File: src/rtl/xl_pkg.sv
package xl_pkg;
  // default geometry: 8 pages of 1K words onto 4 blocks
  localparam int unsigned XL_PAGE_W = 3;
  localparam int unsigned XL_LINE_W = 10;
  localparam int unsigned XL_BLK_W  = 2;

  // outcome of one lookup
  typedef enum logic [1:0] {
    XL_NONE  = 2'd0,
    XL_HIT   = 2'd1,
    XL_FAULT = 2'd2
  } xl_kind_e;
endpackage

File: src/rtl/xl_ptable.sv
module xl_ptable #(
  parameter int unsigned PAGE_W = 3,
  parameter int unsigned BLK_W  = 2
) (
  input  logic              clk,
  input  logic              rst,
  input  logic              wr_en,
  input  logic [PAGE_W-1:0] wr_page,
  input  logic [BLK_W-1:0]  wr_block,
  input  logic              wr_pres,
  input  logic [PAGE_W-1:0] rd_page,
  output logic [BLK_W-1:0]  rd_block,
  output logic              rd_pres
);
  localparam int unsigned N_PAGES = 1 << PAGE_W;

  // block numbers: plain storage with no reset, so it maps to distributed RAM
  logic [BLK_W-1:0]   blk_mem [N_PAGES];
  // resident flags: registers, cleared by reset
  logic [N_PAGES-1:0] pres_q;

  always_ff @(posedge clk) begin
    if (wr_en) blk_mem[wr_page] <= wr_block;
  end

  always_ff @(posedge clk) begin
    if (rst)        pres_q <= '0;
    else if (wr_en) pres_q[wr_page] <= wr_pres;
  end

  // asynchronous read returns the contents from before this edge's write
  assign rd_block = blk_mem[rd_page];
  assign rd_pres  = pres_q[rd_page];


  pres_cleared_chk: assert property (@(posedge clk) disable iff (rst)
    $past(rst) |-> (pres_q == '0));


  pres_written_chk: assert property (@(posedge clk) disable iff (rst)
    ($past(wr_en) && !$past(rst)) |-> (pres_q[$past(wr_page)] == $past(wr_pres)));


  blk_written_chk: assert property (@(posedge clk) disable iff (rst)
    ($past(wr_en) && !$past(rst)) |-> (blk_mem[$past(wr_page)] == $past(wr_block)));
endmodule

File: src/rtl/xl_lookup.sv
module xl_lookup
  import xl_pkg::*;
#(
  parameter int unsigned PAGE_W = 3,
  parameter int unsigned LINE_W = 10,
  parameter int unsigned BLK_W  = 2
) (
  input  logic                    clk,
  input  logic                    rst,
  input  logic                    req_valid,
  input  logic [LINE_W-1:0]       req_line,
  input  logic [BLK_W-1:0]        ent_block,
  input  logic                    ent_pres,
  output logic                    hit,
  output logic                    fault,
  output logic [BLK_W+LINE_W-1:0] paddr
);
  localparam int unsigned PA_W = BLK_W + LINE_W;

  xl_kind_e          kind_d, kind_q;
  logic [PA_W-1:0]   pa_d, pa_q;

  always_comb begin
    kind_d = XL_NONE;
    pa_d   = '0;
    if (req_valid) begin
      if (ent_pres) begin
        kind_d = XL_HIT;
        pa_d   = {ent_block, req_line};
      end else begin
        kind_d = XL_FAULT;
      end
    end
  end

  always_ff @(posedge clk) begin
    if (rst) begin
      kind_q <= XL_NONE;
      pa_q   <= '0;
    end else begin
      kind_q <= kind_d;
      pa_q   <= pa_d;
    end
  end

  assign hit   = (kind_q == XL_HIT);
  assign fault = (kind_q == XL_FAULT);
  assign paddr = pa_q;


  one_outcome_chk: assert property (@(posedge clk) disable iff (rst)
    !(hit && fault));


  req_answered_chk: assert property (@(posedge clk) disable iff (rst)
    ($past(req_valid) && !$past(rst)) |-> (hit || fault));


  no_spurious_chk: assert property (@(posedge clk) disable iff (rst)
    (hit || fault) |-> $past(req_valid));


  line_pass_chk: assert property (@(posedge clk) disable iff (rst)
    hit |-> (paddr[LINE_W-1:0] == $past(req_line)));


  fault_quiet_chk: assert property (@(posedge clk) disable iff (rst)
    !hit |-> (paddr == '0));
endmodule

File: src/rtl/page_xlate.sv
module page_xlate
  import xl_pkg::*;
#(
  parameter int unsigned PAGE_W = XL_PAGE_W,
  parameter int unsigned LINE_W = XL_LINE_W,
  parameter int unsigned BLK_W  = XL_BLK_W,
  localparam int unsigned VA_W  = PAGE_W + LINE_W,
  localparam int unsigned PA_W  = BLK_W + LINE_W
) (
  input  logic              clk,
  input  logic              rst,
  input  logic              req_valid,
  input  logic [VA_W-1:0]   req_vaddr,
  input  logic              tbl_we,
  input  logic [PAGE_W-1:0] tbl_page,
  input  logic [BLK_W-1:0]  tbl_block,
  input  logic              tbl_present,
  output logic              rsp_hit,
  output logic              rsp_fault,
  output logic [PA_W-1:0]   rsp_paddr
);
  logic [PAGE_W-1:0] vpage;
  logic [LINE_W-1:0] vline;
  logic [BLK_W-1:0]  ent_block;
  logic              ent_pres;

  assign vpage = req_vaddr[VA_W-1:LINE_W];
  assign vline = req_vaddr[LINE_W-1:0];

  xl_ptable #(
    .PAGE_W (PAGE_W),
    .BLK_W  (BLK_W)
  ) u_table (
    .clk      (clk),
    .rst      (rst),
    .wr_en    (tbl_we),
    .wr_page  (tbl_page),
    .wr_block (tbl_block),
    .wr_pres  (tbl_present),
    .rd_page  (vpage),
    .rd_block (ent_block),
    .rd_pres  (ent_pres)
  );

  xl_lookup #(
    .PAGE_W (PAGE_W),
    .LINE_W (LINE_W),
    .BLK_W  (BLK_W)
  ) u_look (
    .clk       (clk),
    .rst       (rst),
    .req_valid (req_valid),
    .req_line  (vline),
    .ent_block (ent_block),
    .ent_pres  (ent_pres),
    .hit       (rsp_hit),
    .fault     (rsp_fault),
    .paddr     (rsp_paddr)
  );
endmodule

File: config.mk
export PLATFORM = sky130hd
export DESIGN_NAME = page_xlate
export DESIGN_NICKNAME = d
export VERILOG_FILES = /design/src/rtl/xl_pkg.sv /design/src/rtl/xl_ptable.sv /design/src/rtl/xl_lookup.sv /design/src/rtl/page_xlate.sv
export SDC_FILE = /design/constraint.sdc
export NUM_CORES = 1
export LEC_CHECK = 0
export ABC_CLOCK_PERIOD_IN_PS = 1100
export BUFFER_PORTS_ARGS = -buffer_cell sky130_fd_sc_hd__buf_2
export CORE_ASPECT_RATIO = 0.6
export CORE_UTILIZATION = 47
export DETAILED_ROUTE_END_ITERATION = 16
export PLACE_DENSITY_LB_ADDON = 0.3
export SLEW_MARGIN = 20
export SYNTH_ARGS = -nofsm -noshare
export SYNTH_HDL_FRONTEND = slang
export SYNTH_SLANG_ARGS = --single-unit
File: constraint.sdc
create_clock -name clk -period 1.1 [get_ports clk]
set_input_delay 0 -clock clk [delete_from_list [all_inputs] [get_ports clk]]
set_output_delay 0 -clock clk [all_outputs]
set_load 0.05 [all_outputs]
==> results of run 1 <==
timing repair:
| action | in CTS | in global routing |
|---|---|---|
| pin swaps | 0 | 0 |
| endpoints found under the setup margin | 14 | 14 |
| hold buffers | 12 | 0 |
| resized for setup | 1 | 1 |
| hold endpoints to repair | 23 | 0 |
cell families after synthesis:
family | Yosys count
buf+inv | 21
mux | 18
flops | 38
simple gates | 36
compound gates | 3
per-layer routing:
metal | up-vias | part of all wire | GRT usage
met5 | - | 0 | 0
met4 | 0 | 0.017 | 0.0792
met2 | 23 | 0.44 | 0.274
met1 | 523 | 0.49 | 0.240
li1 | 522 | - | -
met3 | 5 | 0.047 | 0.0705
sequential cells by signal, indices dropped and copies added, names as in the netlist:
signal and count:
u_table.blk_mem 16, u_look.paddr 12, u_look.kind_q 2, u_table.pres_q 8
worst max-delay path by stage:
stage	depth (start not counted)	slack (ps)	endpoint	startpoint
floorplan	4	-2	u_look.paddr[0]$_SDFF_PP0_	u_table.pres_q[4]$_SDFFE_PP0P_
global placement	3	-70	u_look.paddr[10]$_SDFF_PP0_	u_table.blk_mem[4][0]$_DFFE_PP_
detailed placement	3	-70	u_look.paddr[10]$_SDFF_PP0_	u_table.blk_mem[4][0]$_DFFE_PP_
CTS	3	-90	u_look.paddr[10]$_SDFF_PP0_	u_table.blk_mem[3][0]$_DFFE_PP_
global route	3	-170	u_look.paddr[11]$_SDFF_PP0_	u_table.blk_mem[4][1]$_DFFE_PP_
finish	3	-100	u_look.paddr[11]$_SDFF_PP0_	u_table.blk_mem[4][1]$_DFFE_PP_
final cells by class:
type,count,area share
Inverter,14,0.0251
Timing Repair Buffer,53,0.174
Multi-Input combinational cell,57,0.278
Sequential cell,38,0.441
Tap cell,45,0.0269
Clock buffer,7,0.0413
Clock inverter,1,0.0144
per-stage QoR:
stage	setup TNS (ps)	hold slack (ps)	worst slack [ps]
finish	-332	-3.91	-104
global route	-818	4.82	-166
CTS	-293	4.53	-87.5
detailed placement	-476	233	-72.9
global placement	-119	232	-68.7
floorplan	-11.5	98.9	-1.79
where the power goes:
part | internal, W | switching (W)
clock | 0.000739 | 0.000479
sequential | 0.00151 | 0.0000122
combinational | 0.000168 | 0.000210
total | 0.00242 | 0.000701
critical path, cell delays in order (launching register included):
cell and delay [ps]:
edfxtp_1 390, mux4_2 480, mux2i_1 180, nor4_2 50
synthesized netlist by cell type, drive strengths merged (3+ instances only):
cell type / count / area share
nor2: 9 / 0.021
dfxtp: 22 / 0.27
nor2b: 3 / 0.012
nor4: 12 / 0.081
nand4b: 3 / 0.016
mux4: 4 / 0.060
buf: 6 / 0.036
inv: 14 / 0.033
and4bb: 3 / 0.023
mux2i: 12 / 0.074
edfxtp: 16 / 0.30
==> results.yml, run 1 <==
status:
  outcome: "complete, but fails checks"
  violations: "hold timing, setup timing"
synthesis:
  ys_ff_latch: 38
  synth_simple_gate_area_frac: 0.183
  synthDistinctLibCells: 25
  synthXorXnorAreaFrac: 0
  synth_compound_area_frac: 0.0240
  synthesis.area_sq_mm: 0.00162
  yosysWarnings: 0
  synth_nets: 139
  synth_edf_count: 16
  synthAdderAreaFrac: 0
  async_flop_share: 0
  syn_area_per_cell_sq_um: 13.9
  synth_cells: 116
  synth_top_family_by_area: "simple AND/OR/NAND/NOR gates"
  seq_area_frac_synth: 0.570
  synthFlopType: "dfxtp_1"
  synthMuxAreaShare: 0.153
timing:
  max_freq_ghz: 0.831
  hold_violations: 8
  slew_headroom: 0.828
  drv_slew: 0
  period_share: 1.09
  worst_pin_slew_ps: 259
  hold_slack_ps: -3.91
  post-route-min-period_ps: 1200
  timing.final.ws_setup_ps: -104
  grt_setup_unrepaired: "true"
  finalSetupViolations: 14
  fin_skew_ps: 4.01
hold_path:
  hold_depth: 1
  whs_endpoint: "u_table.blk_mem[3][1]$_DFFE_PP_"
  min_from: "tbl_block[1]"
  hold_path.class: "primary input to register"
clock_network:
  cts_tree: "yes"
  clockBufferDepth: 2
  clk_latency_ps: 290
  post_cts_buffers: 0
  cts_made_buffers: 5
  cts_sinks: 38
  cts-root-buf: "clkbuf_8"
  clk_pin_slew_ps: 70
  cts.htree.levels: 2
floorplanning:
  core_area_sq_mm: 0.00326
  die_w_um: 77.7
  io_pins: 37
  die_h_um: 47.4
  die_area_sq_mm: 0.00369
  rows: 16
  start_util: 0.495
routing:
  wl_per_cell_um: 14.2
  drcViolationCount: 0
  ant_nets: 0
  dr.pass1.iters: 4
  avgViaCountPerCell: 4.99
  wl_mm: 3.06
  drt_iter0_drc: 55
  vias: 1073
place:
  gp_congestion: 0.733
  placedCellCount: 195
  placed_cell_area_sq_mm: 0.00185
  io_buffers: 36
  hpwlAfterDp_mm: 2.14
grt:
  grt_pass1_wl_mm: 4.66
  grt_usage: 0.182
  grt_max_degree: 15
  antenna_found_initial: 0
  grt_pass1_vias: 947
  globalRouteOverflowTotal: 0
final_layout:
  ff_latch_area_sq_um: 922
  post-route-util: 0.641
  n_fill_cell: 264
  final_common_cell: "buf_2"
  antenna_cells: 0
  most-common-layout-cells: "buf_2, dfxtp_1, edfxtp_1, inv_1"
  areaGrowthSynthToFinish_pct: 29.3
  drive_gt1_frac: 0.418
  stdcell_count: 215
  multi_input_comb_area_sq_um: 581
  design_area_sq_mm: 0.00209
  fin_nets: 192
critical_path:
  crit_type: "register to register"
  endpoint_kind: "register"
  crit_fanout: 1
  r2r_slack_ps: -100
  r2r-end: "u_look.paddr[11]$_SDFF_PP0_"
  worstPathArrival_ps: 1380
  cp-start-kind: "register"
  r2r_start: "u_table.blk_mem[4][1]$_DFFE_PP_"
  cp.required_ps: 1280
  ff2ff_path_depth: 3
power:
  total_power_w: 0.00312
  ir_drop_mv: 1.09
  leakage_nw: 0.906
  powerDensity_mw_per_mm2: 1490
job:
  drv_cap: 0
Note: power is estimated with default switching activity, not from simulation.
==> inputs of run 2 (changes only) <==
--- a/config.mk
+++ b/config.mk
@@ -10,7 +10,7 @@
 export CORE_ASPECT_RATIO = 0.6
 export CORE_UTILIZATION = 47
 export DETAILED_ROUTE_END_ITERATION = 16
-export PLACE_DENSITY_LB_ADDON = 0.3
+export PLACE_DENSITY = 0.74
 export SLEW_MARGIN = 20
 export SYNTH_ARGS = -nofsm -noshare
 export SYNTH_HDL_FRONTEND = slang
==> run 2 against run 1 <==
The flow finishes with violations (setup timing). Non-clock buffer count shrank 1. Clock power is 7% lower. Cell area down 1.2%. Fmax up 2.3%. Sequential cell count is the same. First-iteration DRC count decreased by 40%. Combinational power hardly changed. Total power shrank 2.5%. Global-route usage is 1.0 points higher. Cell count fell by 0.47%. Clock-buffer cell count is the same. Routed wire length increased by 8.4%. Largest cell class unchanged.
==> results.yml, run 2 (synthesis results as in run 1) <==
clock_network:
  cts.htree.levels: 2
  cts_made_buffers: 5
  clk_latency_ps: 280
  cts_sinks: 38
  clockBufferDepth: 2
  cts-root-buf: "clkbuf_8"
  post_cts_buffers: 0
  cts_tree: "yes"
  clk_pin_slew_ps: 70
final_layout:
  stdcell_count: 214
  fin_nets: 191
  areaGrowthSynthToFinish_pct: 27.8
  antenna_cells: 0
  most-common-layout-cells: "buf_2, dfxtp_1, edfxtp_1, inv_1, mux2i_1"
  regMostFlops: "u_table.blk_mem"
  final_common_cell: "buf_2"
  drive_gt1_frac: 0.414
  largest_reg_flops: 16
critical_path:
  crit_path_cell_trace: "mux4_2 > mux2i_1 > nor4_1"
  r2r_start: "u_table.blk_mem[0][1]$_DFFE_PP_"
  cp-start-kind: "register"
  crit_fanout: 1
  cp.required_ps: 1270
  endpoint_kind: "register"
  crit_type: "register to register"
  critPathLaunch: "u_table.blk_mem[0][1]$_DFFE_PP_"
  slowest_delay_ps: 480
  slowest_stage: "mux4_2"
  worstPathArrival_ps: 1340
power:
  powerDensity_mw_per_mm2: 1470
  swShare: 0.226
  ir_drop_mv: 0.637
  switchingPower_w: 0.000686
  p_int_w: 0.00235
  leakage_nw: 0.896
  power_frac_seq: 0.501
  combPwrFrac: 0.125
  clock_power_share: 0.374
routing:
  wl_mm: 3.32
  ant_nets: 0
  drt_iter0_drc: 33
  avgViaCountPerCell: 5.17
  dr.pass1.iters: 4
  wl_per_cell_um: 15.5
  drcViolationCount: 0
  vias: 1106
hold_path:
  min_from: "tbl_block[1]"
  hold_path.class: "primary input to register"
timing:
  finalSetupViolations: 14
  slew_headroom: 0.812
  hold_violations: 0
  period_share: 1.07
  post-route-min-period_ps: 1180
  max_freq_ghz: 0.850
  timing.final.ws_setup_ps: -77.0
  grt_setup_unrepaired: "true"
  drv_slew: 0
  fin_skew_ps: 6.03
  worst_pin_slew_ps: 282
  hold_slack_ps: 14.4
job:
  drv_cap: 0
status:
  violations: "setup timing"
  outcome: "complete, but fails checks"
floorplanning:
  start_util: 0.495
  die_w_um: 77.7
  rows: 16
  io_pins: 37
  core_area_sq_mm: 0.00326
  die_h_um: 47.4
  die_area_sq_mm: 0.00369
place:
  hpwlAfterDp_mm: 2.35
  placedCellCount: 195
  io_buffers: 36
  gp_congestion: 0.782
  place_ws_ps: -63.1
grt:
  grt_pass1_vias: 986
  grt_max_degree: 15
  grt_usage: 0.192
  globalRouteOverflowTotal: 0
  antenna_found_initial: 0
  grt_pass1_wl_mm: 4.93
-- run 2: power groups by stage --
| stage | clock [W] | combinational [W] | sequential, W |
|---|---|---|---|
| finish | 0.00114 | 0.000380 | 0.00152 |
| global route | 0.00122 | 0.000404 | 0.00153 |
| CTS | 0.00116 | 0.000377 | 0.00152 |
| detailed placement | 0 | 0.000346 | 0.00155 |
| global placement | 0 | 0.000332 | 0.00155 |
| floorplan | 0 | 0.000195 | 0.00159 |
-- run 2: worst max-delay path: cells and delay by family, from the launching register on --
kind             cells  cell delay (ps)
and+or+nand+nor      1               60
muxes                2              630
DFF                  1              380
-- run 2: final timing paths --
check | end | slack [ps] | cells past startpoint
worst max-delay path | u_look.paddr[11]$_SDFF_PP0_ | -80 | 3
worst min-delay path | u_table.blk_mem[6][1]$_DFFE_PP_ | 10 | 1
worst max register to register | u_look.paddr[11]$_SDFF_PP0_ | -80 | 3
worst min register to register | u_table.pres_q[3]$_SDFFE_PP0P_ | 500 | 2
-- run 2: timing repair --
action	CTS	global route
endpoints found under the hold margin	18	0
hold buffers	11	0
endpoints found under the setup margin	13	14
resized for setup	0	2
-- run 2: metrics by stage --
stage                     TNS, ps  area (sq um)   util  power, W
after floorplan             -11.5          1610      -   0.00178
after global placement      -85.3          1850  0.566   0.00188
after detailed placement     -503          1850  0.566   0.00190
after CTS                    -278          2060  0.632   0.00306
after global routing         -810          2070  0.633   0.00315
final                        -270          2070  0.633   0.00304
-- run 2: routing by layer --
| metal | up-vias | share of wire | wire (um) | global-route usage |
|---|---|---|---|---|
| met5 | - | 0 | 0 | 0 |
| met1 | 550 | 0.46 | 1520 | 0.246 |
| met2 | 34 | 0.49 | 1640 | 0.324 |
| met3 | 2 | 0.044 | 147 | 0.0571 |
| met4 | 0 | 0.0036 | 12 | 0.0679 |
| li1 | 520 | - | - | - |
-- run 2: cell type report --
class	instances	area, sq um
flip-flops and latches	38	923
multi-input cells	57	574
well taps	45	56.3
repair buffers	52	353
clock inverters	1	30.0
inverters	14	52.6
fillers	258	1200
clock buffers	7	76.3
==> inputs of run 3 (changes only) <==
--- a/config.mk
+++ b/config.mk
@@ -6,7 +6,7 @@
 export NUM_CORES = 1
 export LEC_CHECK = 0
 export ABC_CLOCK_PERIOD_IN_PS = 1100
-export BUFFER_PORTS_ARGS = -buffer_cell sky130_fd_sc_hd__buf_2
+export BUFFER_PORTS_ARGS = -buffer_cell sky130_fd_sc_hd__buf_4
 export CORE_ASPECT_RATIO = 0.6
 export CORE_UTILIZATION = 47
 export DETAILED_ROUTE_END_ITERATION = 16
==> run 3 against run 2 <==
The run still ends with setup timing left. Critical endpoint unchanged. First-iteration DRC count is 91% higher. Combinational power grew 14%. Cell area grew 5.9%. Via count is 3.7% lower. Cell count is 0.93% higher. Non-clock buffer count up 2. Largest power group unchanged. Worst setup slack worse by 54 ps.
==> results.yml, run 3 (synthesis results as in run 1) <==
status:
  outcome: "complete, but fails checks"
  violations: "setup timing"
power:
  ir_drop_mv: 0.885
  leakage_nw: 0.925
  total_power_w: 0.00294
  powerDensity_mw_per_mm2: 1340
floorplanning:
  core_area_sq_mm: 0.00326
  rows: 16
  die_w_um: 77.7
  start_util: 0.495
  die_h_um: 47.4
  die_area_sq_mm: 0.00369
  io_pins: 37
timing:
  worst_pin_slew_ps: 257
  timing.final.ws_setup_ps: -130
  fin_skew_ps: 4.70
  finalSetupViolations: 14
  post-route-min-period_ps: 1230
  max_freq_ghz: 0.813
  hold_violations: 0
  drv_slew: 0
  period_share: 1.12
  grt_setup_unrepaired: "true"
  slew_headroom: 0.828
hold_path:
  hold_path.class: "primary input to register"
  hold_depth: 3
critical_path:
  cp.required_ps: 1270
  worstPathArrival_ps: 1400
  crit_fanout: 1
  endpoint_kind: "register"
  cp-start-kind: "register"
  crit_type: "register to register"
  ff2ff_path_depth: 3
clock_network:
  clk_latency_ps: 290
  post_cts_buffers: 0
  clk_pin_slew_ps: 80
  cts_tree: "yes"
  clockBufferDepth: 2
  cts.htree.levels: 2
  cts_sinks: 38
  cts-root-buf: "clkbuf_8"
  cts_made_buffers: 5
grt:
  grt_pass1_wl_mm: 4.89
  globalRouteOverflowTotal: 0
  grt_usage: 0.189
  antenna_found_initial: 0
  grt_max_degree: 15
  grt_pass1_vias: 974
final_layout:
  fin_nets: 193
  largest_reg_flops: 16
  drive_gt1_frac: 0.421
  most-common-layout-cells: "buf_4, dfxtp_1, edfxtp_1, inv_1, dlygate4sd3_1"
  antenna_cells: 0
  design_area_sq_mm: 0.00219
  areaGrowthSynthToFinish_pct: 35.3
  final_common_cell: "buf_4"
  regMostFlops: "u_table.blk_mem"
place:
  place_ws_ps: -53.3
  hpwlAfterDp_mm: 2.07
  gp_congestion: 0.757
  io_buffers: 36
  placed_cell_area_sq_mm: 0.00193
routing:
  vias: 1065
  avgViaCountPerCell: 4.93
  drcViolationCount: 0
  drt_iter0_drc: 63
  wl_mm: 3.24
  dr.pass1.iters: 4
  wl_per_cell_um: 15.0
  ant_nets: 0
job:
  drv_cap: 0
run 3: cell types whose count changed in the layout (fill, tap and decap cells not counted), sizes merged:
cell         before  now
buf              41   40
clkinv            0    1
bufinv            1    0
clkinvlp          0    1
dlygate4sd3      11   13
run 3: final cells by class:
cell class / instances / area [sq um]
Clock inverter: 2 / 12.5
Fill cell: 237 / 1080
Sequential cell: 38 / 922
Inverter: 14 / 52.6
Clock buffer: 6 / 82.6
Multi-Input combinational cell: 57 / 581
Tap cell: 45 / 56.3
Timing Repair Buffer: 54 / 480
run 3: final timing paths:
check	from	end	slack (ps)
min	tbl_present	u_table.pres_q[4]$_SDFFE_PP0P_	20
max	u_table.blk_mem[6][1]$_DFFE_PP_	u_look.paddr[11]$_SDFF_PP0_	-130
max reg2reg	u_table.blk_mem[6][1]$_DFFE_PP_	u_look.paddr[11]$_SDFF_PP0_	-130
min reg2reg	u_table.pres_q[4]$_SDFFE_PP0P_	u_table.pres_q[4]$_SDFFE_PP0P_	480
run 3: stage by stage:
step,cells,setup TNS [ps],utilization,hold slack (ps)
2_1_floorplan,116,-11.5,-,98.9
3_3_place_gp,194,-45.3,0.591,235
3_5_place_dp,194,-88.0,0.591,241
4_1_cts,215,-130,0.660,12.0
5_1_grt,216,-1340,0.670,27.6
6_report,216,-738,0.670,17.2
run 3: critical path, stage by stage (launching register included):
cell,delay (ps)
edfxtp_1,390
mux4_2,480
mux2i_1,200
nor4_2,50
run 3: timing repair:
item | in CTS | in global routing
hold buffers | 13 | 0
gates resized for setup | 0 | 2
endpoints found under the hold margin | 34 | 0
endpoints found under the setup margin | 4 | 14
gates cloned | 0 | 1
pin swaps | 0 | 1
run 3: power by group:
part | internal (W) | switching (W) | leakage, nW | total (W)
Clock | 0.000503 | 0.000482 | 0.0472 | 0.000986
Sequential | 0.00151 | 0.0000118 | 0.324 | 0.00152
Combinational | 0.000212 | 0.000221 | 0.553 | 0.000433
Total | 0.00222 | 0.000715 | 0.925 | 0.00294
run 3: per-layer routing:
layer,vias to the layer above,wire length [um],track usage
met3,4,186,0.0648
met5,-,0,0
li1,527,-,-
met1,504,1490,0.255
met4,0,39,0.0906
met2,30,1520,0.280
